`config.mk`:
```
export PLATFORM = sky130hd
export DESIGN_NAME = pmp_perm_check
export DESIGN_NICKNAME = d
export VERILOG_FILES = /design/src/rtl/pmp_chk_pkg.sv /design/src/rtl/pmp_entry_eval.sv /design/src/rtl/pmp_first_hit.sv /design/src/rtl/pmp_perm_check.sv
export SDC_FILE = /design/constraint.sdc
export NUM_CORES = 1
export LEC_CHECK = 0
export ABC_AREA = 1
export CORE_AREA = 2 2 244 246
export DETAILED_ROUTE_END_ITERATION = 10
export DIE_AREA = 0 0 246 248
export DONT_BUFFER_PORTS = 1
export MAX_ROUTING_LAYER = met4
export PLACE_DENSITY = 0.73
export SYNTH_ARGS = -nofsm -noshare
export SYNTH_HDL_FRONTEND = slang
export SYNTH_HIERARCHICAL = 1
export SYNTH_SLANG_ARGS = --single-unit
```
`constraint.sdc`:
```
create_clock -name vclk -period 10.1
set_clock_uncertainty 0.05 [all_clocks]
set_input_delay 1.01 -clock vclk [all_inputs]
set_output_delay 1.01 -clock vclk [all_outputs]
set_load 0.01 [all_outputs]
```
`src/rtl/pmp_chk_pkg.sv`:
```
package pmp_chk_pkg;

  localparam int PERM_W = 3;
  localparam int MODE_W = 2;

  localparam logic [MODE_W-1:0] MODE_OFF     = 2'b00;
  localparam logic [1:0]        PRIV_MACHINE = 2'b11;

  // Per-entry outcome handed to the priority stage.
  typedef struct packed {
    logic touch;    // either checked point falls in this entry
    logic verdict;  // outcome if this entry is the deciding one
  } entry_res_t;

endpackage

```
`src/rtl/pmp_entry_eval.sv`:
```
module pmp_entry_eval
  import pmp_chk_pkg::*;
#(
  parameter int ADDR_W = 32
) (
  input  logic [ADDR_W-1:0] first_pt,
  input  logic [ADDR_W-1:0] second_pt,
  input  logic [ADDR_W-1:0] lo_bound,
  input  logic [ADDR_W-1:0] hi_bound,
  input  logic [MODE_W-1:0] mode,
  input  logic [PERM_W-1:0] perm,
  input  logic              locked,
  input  logic [PERM_W-1:0] req,
  input  logic              is_machine,
  output logic              active,
  output entry_res_t        res
);

  logic              in_first;
  logic              in_second;
  logic              straddle;
  logic [PERM_W-1:0] granted;

  always_comb begin
    in_first  = (first_pt  >= lo_bound) && (first_pt  <= hi_bound);
    in_second = (second_pt >= lo_bound) && (second_pt <= hi_bound);
    straddle  = in_first ^ in_second;
    active    = (mode != MODE_OFF);

    if (is_machine && !locked) begin
      granted = '1;
    end else begin
      granted = perm;
    end

    res.touch = in_first | in_second;
    if (straddle) begin
      res.verdict = 1'b0;
    end else if (!active) begin
      res.verdict = 1'b1;
    end else begin
      res.verdict = ((req & granted) == req);
    end
  end

endmodule

```
`src/rtl/pmp_first_hit.sv`:
```
module pmp_first_hit
  import pmp_chk_pkg::*;
#(
  parameter int NUM_ENTRIES = 8
) (
  input  entry_res_t res [NUM_ENTRIES],
  output logic       hit,
  output logic       verdict
);

  // Scan from the top down so the lowest index is assigned last and wins.
  always_comb begin
    hit     = 1'b0;
    verdict = 1'b0;
    for (int i = NUM_ENTRIES - 1; i >= 0; i--) begin
      if (res[i].touch) begin
        hit     = 1'b1;
        verdict = res[i].verdict;
      end
    end
  end

endmodule

```
`src/rtl/pmp_perm_check.sv`:
```
module pmp_perm_check
  import pmp_chk_pkg::*;
#(
  parameter int NUM_ENTRIES = 8,
  parameter int ADDR_W      = 32
) (
  input  logic [ADDR_W-1:0]             acc_addr,
  input  logic [ADDR_W-1:0]             acc_size,
  input  logic [PERM_W-1:0]             acc_req,
  input  logic [1:0]                    priv_mode,
  input  logic [NUM_ENTRIES*ADDR_W-1:0] ent_lo,
  input  logic [NUM_ENTRIES*ADDR_W-1:0] ent_hi,
  input  logic [NUM_ENTRIES*MODE_W-1:0] ent_mode,
  input  logic [NUM_ENTRIES*PERM_W-1:0] ent_perm,
  input  logic [NUM_ENTRIES-1:0]        ent_lock,
  output logic                          acc_allow
);

  logic [ADDR_W-1:0]      second_pt;
  logic                   is_machine;
  logic [NUM_ENTRIES-1:0] ent_active;
  entry_res_t             ent_res [NUM_ENTRIES];
  logic                   any_hit;
  logic                   hit_verdict;

  assign second_pt  = acc_addr + acc_size;
  assign is_machine = (priv_mode == PRIV_MACHINE);

  for (genvar g = 0; g < NUM_ENTRIES; g++) begin : g_ent
    pmp_entry_eval #(
      .ADDR_W(ADDR_W)
    ) u_eval (
      .first_pt  (acc_addr),
      .second_pt (second_pt),
      .lo_bound  (ent_lo[g*ADDR_W +: ADDR_W]),
      .hi_bound  (ent_hi[g*ADDR_W +: ADDR_W]),
      .mode      (ent_mode[g*MODE_W +: MODE_W]),
      .perm      (ent_perm[g*PERM_W +: PERM_W]),
      .locked    (ent_lock[g]),
      .req       (acc_req),
      .is_machine(is_machine),
      .active    (ent_active[g]),
      .res       (ent_res[g])
    );
  end

  pmp_first_hit #(
    .NUM_ENTRIES(NUM_ENTRIES)
  ) u_pick (
    .res    (ent_res),
    .hit    (any_hit),
    .verdict(hit_verdict)
  );

  always_comb begin
    if (ent_active == '0) begin
      acc_allow = 1'b1;
    end else if (any_hit) begin
      acc_allow = hit_verdict;
    end else begin
      acc_allow = is_machine;
    end
  end

endmodule

```
==> impl_results.md, run 1 <==
- CP Launch Type: primary input
- DP HPWL: 95600 um
- Kind of critical path: in2out
- Drt pass-1 iters: 6
- Share of cells above drive strength 1: 4.29%
- First-pass GRT wire length: 165000 um
- Worst vdd ir: 0.0370 mV
- Commonest cells post-synth: 1322 x nand2_1, 1063 x ha_1, 859 x inv_1
- Final Hold Viols: 0
- Setup slack after layout: 3.43 ns
- Drt wl/cell: 21.7 um
- Setup Buffers After CTS: 0
- RSZ-0062 raised after global routing: false
- Clock buf count: 0
- Largest cells by area after synthesis: ha_1 47%, nand2_1 18%, inv_1 11%, a21oi_1 7.7%, nor2_1 4.2%
- Routed wire length: 117000 um
- Final Util: 50.6%
- Hold WC Path Type: in2out
- Starting density of the core: 48.3%
- ANT nets after route: 0
- Die Ht: 248 um
- Post_cts resized: 0
- Post-synthesis cell area: 28200 um^2
- Cell Area, Placed: 29500 um^2
- Fin crit period: 6.67 ns
- Worst slack, placed: 3.55 ns
- Final period util: 66.0%
- Distinct cells, synth: 30
- Worst EP arrival: 5.61 ns
- Post-Route Setup TNS: 0 ns
- Initial antenna violation count: 40
- Yosys Warn Count: 6
- DR iter-0 viols: 2254
- Grt total ovfl: 0
- Reg area: 0 um^2
- RePlAce Congestion: 1.02
- Vias per cell: 5.55
- Die Span X: 246 um
- Syn Area/Cell: 6.19 um^2
- Outcome: completed
- DIE AREA: 61000 um^2
- Slew Viols, Final: 0
- Count leader, synth: nand2_1
- Post-synthesis sequential area ratio: 0%
- Synthesized Nets: 6253
- Fillers: 6120
- Critical Path RT: 9.04 ns
- Leakage power: 18.7 nW
- Finished Cell Area: 29600 um^2
- Std cell rows: 89
- Number of global-route vias before repair: 27509
- Global routing's busiest layer: met2
- Final setup fails: 0
- Max-cap violations: 0
- Worst Tran Pin Value: 1.28 ns
- Area grow syn2layout: 4.88%
- Via count of the routed design: 29987
- Routing usage on met3: 9.00%
- Post-synth top area cell: ha_1
- Fmax: 150 MHz
- Placed cells: 5360
- GRT Util Overall: 37.5%
- Hold buffer count at CTS: 0
- Synthesized instance count: 4560
- Yosys top cell area share: 47.1%
- FFs & Latches: 0
- Met2 Track Usage GR: 58.3%
- Post-route insts no fill: 5401
- I/O pins: 630
- Slew margin rel.: 14.8%
- NumNets Final: 6282
- M1 GR Usage: 44.1%
- CP endpoint kind: output pin
- Pwr/cell area: 73.2 nW/um^2
- Crit Path Max Fanout: 16
- Pin count of the biggest net entering global routing: 19
- Drt drc: 0
- Core area: 58500 um^2
- I/O Buffers: 0
## metal layers
metal	vias up	wire length, um
li1	14993	-
met1	13261	46900
met2	1415	50200
met3	318	12600
met4	0	7380
met5	-	0
## layout by cell type (no fill, tap or decap), drive strengths merged
master	netlist	final
nand2	1336	1336
ha	1063	1063
inv	902	902
a21oi	454	454
nor2	372	372
nand3	133	133
o21ai	89	89
nand4	67	67
diode	0	41
a21o	41	41
buf	0	27
o21a	24	24
nor3	23	23
xor2	14	14
o21bai	10	10
or2	10	10
o221ai	8	8
a31oi	8	8
nor4	2	2
xnor2	2	2
o211ai	1	1
fa	1	1
## cell families after synthesis
| family | Yosys count | share of synthesized area [%] |
|---|---|---|
| compound gates | 635 | 12.3 |
| xor+xnor | 16 | 0.496 |
| fa+ha+maj | 1064 | 47.2 |
| buf+inv | 902 | 12.0 |
| simple gates | 1943 | 28.0 |
## layout make-up
type,count,area [um^2],area share (%)
antenna,41,103,0.347
inverter,902,3390,11.4
multi-input combinational,3658,25000,84.3
tap,773,967,3.27
timing repair buffer,27,203,0.685
## worst paths after layout
path | from | end | slack [ns] | depth (start not counted)
hold / removal | priv_mode[1] | acc_allow | 2.33 | 2
setup / recovery | acc_addr[0] | acc_allow | 3.43 | 28
## critical path: stages
cell and delay [ns]:
ha_1 0.25, fa_1 0.46, nand2_1 0.12, nand3_2 0.10, nand2_1 0.10, nand2_2 0.09, nand2_1 0.10, nand2_1 0.05
nand2_1 0.05, nand2_1 0.74, ha_1 0.67, nand2_1 0.07, nor2_2 0.10, nand4_1 0.12, nor2_2 0.12, nand2_1 0.06
nand2_1 0.13, nand2_1 0.15, ha_1 0.32, a31oi_1 0.18, nand2_1 0.07, nand3_1 0.08, nand2_1 0.05, nand2_1 0.05
nand2_1 0.04, nand2_1 0.05, nand2_1 0.04, o211ai_1 0.21
## power by group
part | switching, mW | internal [mW] | total, mW
logic | 1.39 | 0.778 | 2.17
registers | 0 | 0 | 0
clock network | 0 | 0.000000287 | 0.000000287
## per-stage QoR
stage / power [mW] / hold WS (ns)
2_1_floorplan: 1.47 / 2.15
3_3_place_gp: 2.05 / 2.32
3_5_place_dp: 2.10 / 2.32
4_1_cts: 2.11 / 2.32
5_1_grt: 2.44 / 2.32
6_report: 2.17 / 2.33
(Power assumes the default switching activity.)
==> inputs of run 2 (changes only) <==
==> constraint.sdc (replaced) <==
create_clock -name vclk -period 6.5
set_clock_uncertainty 0.05 [all_clocks]
set_input_delay 0.65 -clock vclk [all_inputs]
set_output_delay 0.65 -clock vclk [all_outputs]
set_load 0.01 [all_outputs]
==> impl_results.md, run 2 (same netlist as run 1, synthesis figures left out) <==
- Leakage power: 18.7 nW (+0.18%)
- Final Hold Slack: 1.62 ns (-0.709 ns)
- DIE AREA: 61000 um^2 (unchanged)
- Worst Tran Pin Value: 1.06 ns (-0.216 ns)
- CP endpoint kind: output pin
- Post_cts resized: 0 (unchanged)
- Grt total ovfl: 0 (unchanged)
- Worst vdd ir: 0.0592 mV (+60%)
- Drt pass-1 iters: 6 (unchanged)
- Net Sw Power: 2.15 mW (+55%)
- Placed cells: 5367 (+0.13%)
- FFs & Latches: 0 (unchanged)
- Via count of the routed design: 29849 (-0.46%)
- Std cell rows: 89 (unchanged)
- ANT nets after route: 0 (unchanged)
- HP Start: priv_mode[1]
- Final setup fails: 0 (unchanged)
- Multi-input logic area: 25000 um^2 (unchanged)
- Fmax: 175 MHz
- Fillers: 6129 (+0.15%)
- Routed wire length: 116000 um (-0.65%)
- Initial antenna violation count: 32 (-20%)
- Finished Cell Area: 29600 um^2 (+0.12%)
- Max stage delay on crit path: 0.48 ns (-0.26 ns)
- Slowest stage cell, crit path: nand2_1
- Clock buf count: 0 (unchanged)
- Final period util: 88.0%
- First-pass GRT wire length: 165000 um (about the same)
- Hold path endpoint: acc_allow
- Setup Buffers After CTS: 0 (unchanged)
- NumNets Final: 6289 (+0.11%)
- Slew margin rel.: 29.2% (+14 points)
- Share of cells above drive strength 1: 4.44% (+0.15 points)
- Cell Area, Placed: 29600 um^2 (+0.18%)
- Drt drc: 0 (unchanged)
- GRT Util Overall: 37.3% (-0.25 points)
- Area grow syn2layout: 5.00%
- Die Ht: 248 um (unchanged)
- Drt wl/cell: 21.5 um (-0.65%)
- I/O pins: 630 (unchanged)
- Most frequent CP cell: nand2_1
- Hold buffer count at CTS: 0 (unchanged)
- I/O Buffers: 0 (unchanged)
- Vias per cell: 5.53 (-0.46%)
- Final Hold Viols: 0 (unchanged)
- Crit Path Max Fanout: 12 (-4)
- WL met2: 50100 um (-0.24%)
- Starting density of the core: 48.3% (unchanged)
- RSZ-0062 raised after global routing: false
- DP HPWL: 97800 um (+2.2%)
- CP Launch Type: primary input
- Commonest non-fill, non-tap cells in the layout: 1322 x nand2_1, 1063 x ha_1, 859 x inv_1
- Reg area: 0 um^2 (unchanged)
- Comb pwr share: 100.0% (about the same)
- Number of global-route vias before repair: 27288 (-0.80%)
- Hold WC Path Type: in2out
- DR WL met3: 11600 um (-8.1%)
- Final total power: 3.37 mW (+55%)
- Max-cap violations: 0 (unchanged)
- Worst hold path stage count: 2 (unchanged)
- Final Util: 50.7% (+0.060 points)
- Met1 wire length: 48100 um (+2.5%)
- Fin crit period: 5.72 ns
- Commonest non-fill, non-tap cell in the layout: nand2_1
- Clock share of power: 0% (unchanged)
- Critical Path RT: 5.80 ns (-3.24 ns)
- Post-route insts no fill: 5401 (unchanged)
- Post-Route Setup TNS: 0 ns (unchanged)
- Core area: 58500 um^2 (unchanged)
- Setup slack after layout: 0.781 ns (-2.65 ns)
- Pin count of the biggest net entering global routing: 19 (unchanged)
- RePlAce Congestion: 1.05 (+2.3%)
- Outcome: completed
- Cell internal pwr: 1.22 mW (+57%)
- Net Sw Frac: 63.8% (-0.34 points)
- Slew Viols, Final: 0 (unchanged)
- Sequential fraction of design power: 0% (unchanged)
- Worst slack, placed: 0.783 ns (-2.76 ns)
- DR iter-0 viols: 2042 (-9.4%)
- Top layer in use: met4
- Kind of critical path: in2out
- Worst EP arrival: 5.02 ns (-0.59 ns)
- Die Span X: 246 um (unchanged)
- Pwr/cell area: 114 nW/um^2 (+55%)
==> run 2: cell count changes in the layout (fill, tap and decap cells not counted) <==
cell / before / now
buf_4: 27 / 34
diode_2: 41 / 34
==> run 2: cell type report <==
type | instances | area share [%]
antenna | 34 | 0.287
tap | 773 | 3.26
multi-input combinational | 3658 | 84.2
inverter | 902 | 11.4
timing repair buffer | 34 | 0.861
==> run 2: power by group through the flow <==
stage	clock network, mW	logic [mW]	registers (mW)
4_1_cts	0	3.30	0
5_1_grt	0.000000661	3.80	0
2_1_floorplan	0	2.29	0
3_5_place_dp	0	3.28	0
6_report	0.000000705	3.37	0
3_3_place_gp	0	3.20	0
==> run 2: worst max-delay path by stage <==
stage	start	end	slack, ns
floorplan	acc_addr[0]	acc_allow	1.53
global placement	acc_addr[0]	acc_allow	0.82
detailed placement	acc_addr[0]	acc_allow	0.78
CTS	acc_addr[0]	acc_allow	0.76
global route	acc_addr[0]	acc_allow	0.43
finish	acc_addr[0]	acc_allow	0.78
==> run 2: worst max-delay path: cells and delay by family <==
family	cells	cell delay, ns
simple gates	21	2.02
fa+ha+maj	4	1.29
buf+inv	2	0.44
compound gates	4	0.60
==> run 2: per-layer routing <==
| metal | GRT usage, % | up-vias |
|---|---|---|
| li1 | - | 15001 |
| met1 | 44.8 | 13314 |
| met2 | 58.4 | 1270 |
| met3 | 8.25 | 264 |
| met4 | 19.2 | 0 |
| met5 | - | - |
==> inputs of run 3 (changes only) <==
--- a/config.mk
+++ b/config.mk
@@ -5,13 +5,14 @@
 export SDC_FILE = /design/constraint.sdc
 export NUM_CORES = 1
 export LEC_CHECK = 0
-export ABC_AREA = 1
-export CORE_AREA = 2 2 244 246
+export ABC_AREA = 0
+export CAP_MARGIN = 20
+export CORE_AREA = 2 2 249 251
 export DETAILED_ROUTE_END_ITERATION = 10
-export DIE_AREA = 0 0 246 248
+export DIE_AREA = 0 0 251 253
 export DONT_BUFFER_PORTS = 1
 export MAX_ROUTING_LAYER = met4
-export PLACE_DENSITY = 0.73
+export PLACE_DENSITY = 0.67
 export SYNTH_ARGS = -nofsm -noshare
 export SYNTH_HDL_FRONTEND = slang
 export SYNTH_HIERARCHICAL = 1
==> impl_results.md, run 3 <==
- Synthesized Nets: 5155 (-18%)
- Share of cells above drive strength 1: 9.56% (+5.1 points)
- Initial antenna violation count: 40 (+25%)
- ANT nets after route: 0 (unchanged)
- Die Ht: 253 um (+2.0%)
- Die Span X: 251 um (+2.0%)
- Post-Route Setup TNS: -0.0918 ns (-0.0918 ns)
- Worst vdd ir: 0.0658 mV (+11%)
- First-pass GRT wire length: 166000 um (+0.96%)
- Finished Cell Area: 29700 um^2 (about the same)
- Area grow syn2layout: 13.8%
- Vias per cell: 6.26 (+13%)
- Final Hold Slack: 1.74 ns (+0.112 ns)
- RSZ-0062 raised after global routing: true
- I/O Buffers: 0 (unchanged)
- Count leader, synth: ha_1
- Post-synth top area cell: ha_1
- Max-cap violations: 0 (unchanged)
- Max stage delay on crit path: 0.54 ns (+0.06 ns)
- CP endpoint kind: output pin
- Crit Path Max Fanout: 18 (+6)
- CP Launch Type: primary input
- HP Start: priv_mode[1]
- Final period util: 101% (+13 points)
- Post-route insts no fill: 4480 (-17%)
- DR iter-0 viols: 2670 (+31%)
- Slowest stage cell, crit path: or4_4
- Outcome: finished, violations left
- Worst EP arrival: 5.89 ns (+0.87 ns)
- Core area: 61000 um^2 (+4.4%)
- Drt wl/cell: 26.5 um (+23%)
- GRT Util Overall: 36.3% (-0.97 points)
- Drt pass-1 iters: 8 (+2)
- Yosys top cell area share: 51.0% (+3.9 points)
- Commonest non-fill, non-tap cells in the layout: 1053 x ha_1, 576 x inv_1, 370 x a21oi_1
- Reg area: 0 um^2 (unchanged)
- DIE AREA: 63500 um^2 (+4.1%)
- Hold WC Path Type: in2out
- Post-synthesis cell area: 26100 um^2 (-7.6%)
- I/O pins: 630 (unchanged)
- Fmax: 152 MHz (-13%)
- Std cell rows: 91 (+2.2%)
- Grt total ovfl: 0 (unchanged)
- Commonest cells post-synth: 1063 x ha_1, 576 x inv_1, 383 x a21oi_1
- Critical Path RT: 5.80 ns (about the same)
- Most frequent CP cell: buf_4
- RePlAce Congestion: 1.01 (-3.9%)
- Buffers plus inverters on the worst setup path: 4 (+2)
- Commonest non-fill, non-tap cell in the layout: ha_1
- Kind of critical path: in2out
- Largest cells by area after synthesis: ha_1 51%, inv_1 8.3%, a21oi_1 7.3%, nand4_1 4.0%, nand2_1 3.7%
- Distinct cells, synth: 61 (+100%)
- Failing checks: negative setup slack
- NumNets Final: 5346 (-15%)
- Slew Viols, Final: 0 (unchanged)
- Setup slack after layout: -0.0918 ns (-0.873 ns)
- Placed cells: 4426 (-18%)
- Drt drc: 0 (unchanged)
- Slew margin rel.: 24.1% (-5.1 points)
- Routed wire length: 119000 um (+2.1%)
- Yosys Warn Count: 6 (unchanged)
- Starting density of the core: 42.7% (-5.5 points)
- DP HPWL: 98800 um (+1.1%)
- Pin count of the biggest net entering global routing: 19 (unchanged)
- Fin crit period: 6.59 ns (+0.873 ns)
- Pwr/cell area: 132 nW/um^2 (+16%)
- Hold buffer count at CTS: 0 (unchanged)
- Final setup fails: 1 (+1)
- Number of global-route vias before repair: 25938 (-4.9%)
- FFs & Latches: 0 (unchanged)
- Clock buf count: 0 (unchanged)
- Synthesized instance count: 3462 (-24%)
- CP startpoint: acc_addr[1]
- Syn Area/Cell: 7.53 um^2 (+22%)
- Leakage power: 16.2 nW (-14%)
- Via count of the routed design: 28064 (-6.0%)
- Delay-heaviest family, CP: compound AO/OA/AOI/OAI gates
- Post-synthesis sequential area ratio: 0% (unchanged)
- Cell Area, Placed: 29000 um^2 (-1.9%)
- Final Hold Viols: 0 (unchanged)
- Worst Tran Pin Value: 1.11 ns (+0.0500 ns)
- Worst slack, placed: -0.372 ns (-1.15 ns)
run 3: cell types whose count changed after synthesis, sizes merged, moves of 34 or more:
cell,previous run,this run
nor2,372,141
a221oi,0,42
nand2,1336,264
nand4,67,175
o21ai,89,176
a21o,41,83
a21oi,454,383
a2111oi,0,34
inv,902,577
nand3,133,98
a211oi,0,67
run 3: layer usage:
layer / GRT usage [%] / part of all wire, % / vias to the layer above
met4: 15.0 / 4.6 / 0
li1: - / - / 13320
met5: - / 0 / -
met2: 58.1 / 45 / 1467
met3: 3.99 / 8.1 / 271
met1: 46.6 / 43 / 13006
run 3: final timing paths:
| kind | depth (start not counted) | to |
|---|---|---|
| worst max-delay path | 25 | acc_allow |
| worst min-delay path | 3 | acc_allow |
run 3: logic make-up (layout without fill, tap and decap cells):
family                     after synthesis  after routing  synth area share [%]
xor gates and xnor gates                28             28                 0.940
other                                    0             39                     0
buffers and inverters                  587            776                  8.47
and+or+nand+nor                        878            878                  17.9
AOI/OAI and AO/OA                      903            903                  21.5
muxes                                    2              2                0.0768
adders and majority gates             1064           1064                  51.1
run 3: layout make-up:
class,count,area [um^2]
fill,6086,31400
timing repair buffer,199,1870
tap,790,988
antenna,39,97.6
multi-input combinational,2875,24500
inverter,577,2170
run 3: report_power, final:
part	internal (mW)	switching [mW]
Clock	0.000000783	0
Sequential	0	0
Combinational	1.65	2.25
run 3: per-stage QoR:
step | power (mW) | utilization [%]
global route | 4.31 | 48.6
floorplan | 2.26 | -
finish | 3.91 | 48.6
CTS | 3.74 | 48.1
detailed placement | 3.63 | 47.5
global placement | 3.57 | 47.5
run 3: repair_timing:
item | in CTS | in global routing
resized for setup | 63 | 33
cloned | 1 | 0
pin swaps | 27 | 34
setup buffers | 8 | 7
setup endpoints to repair | 1 | 1
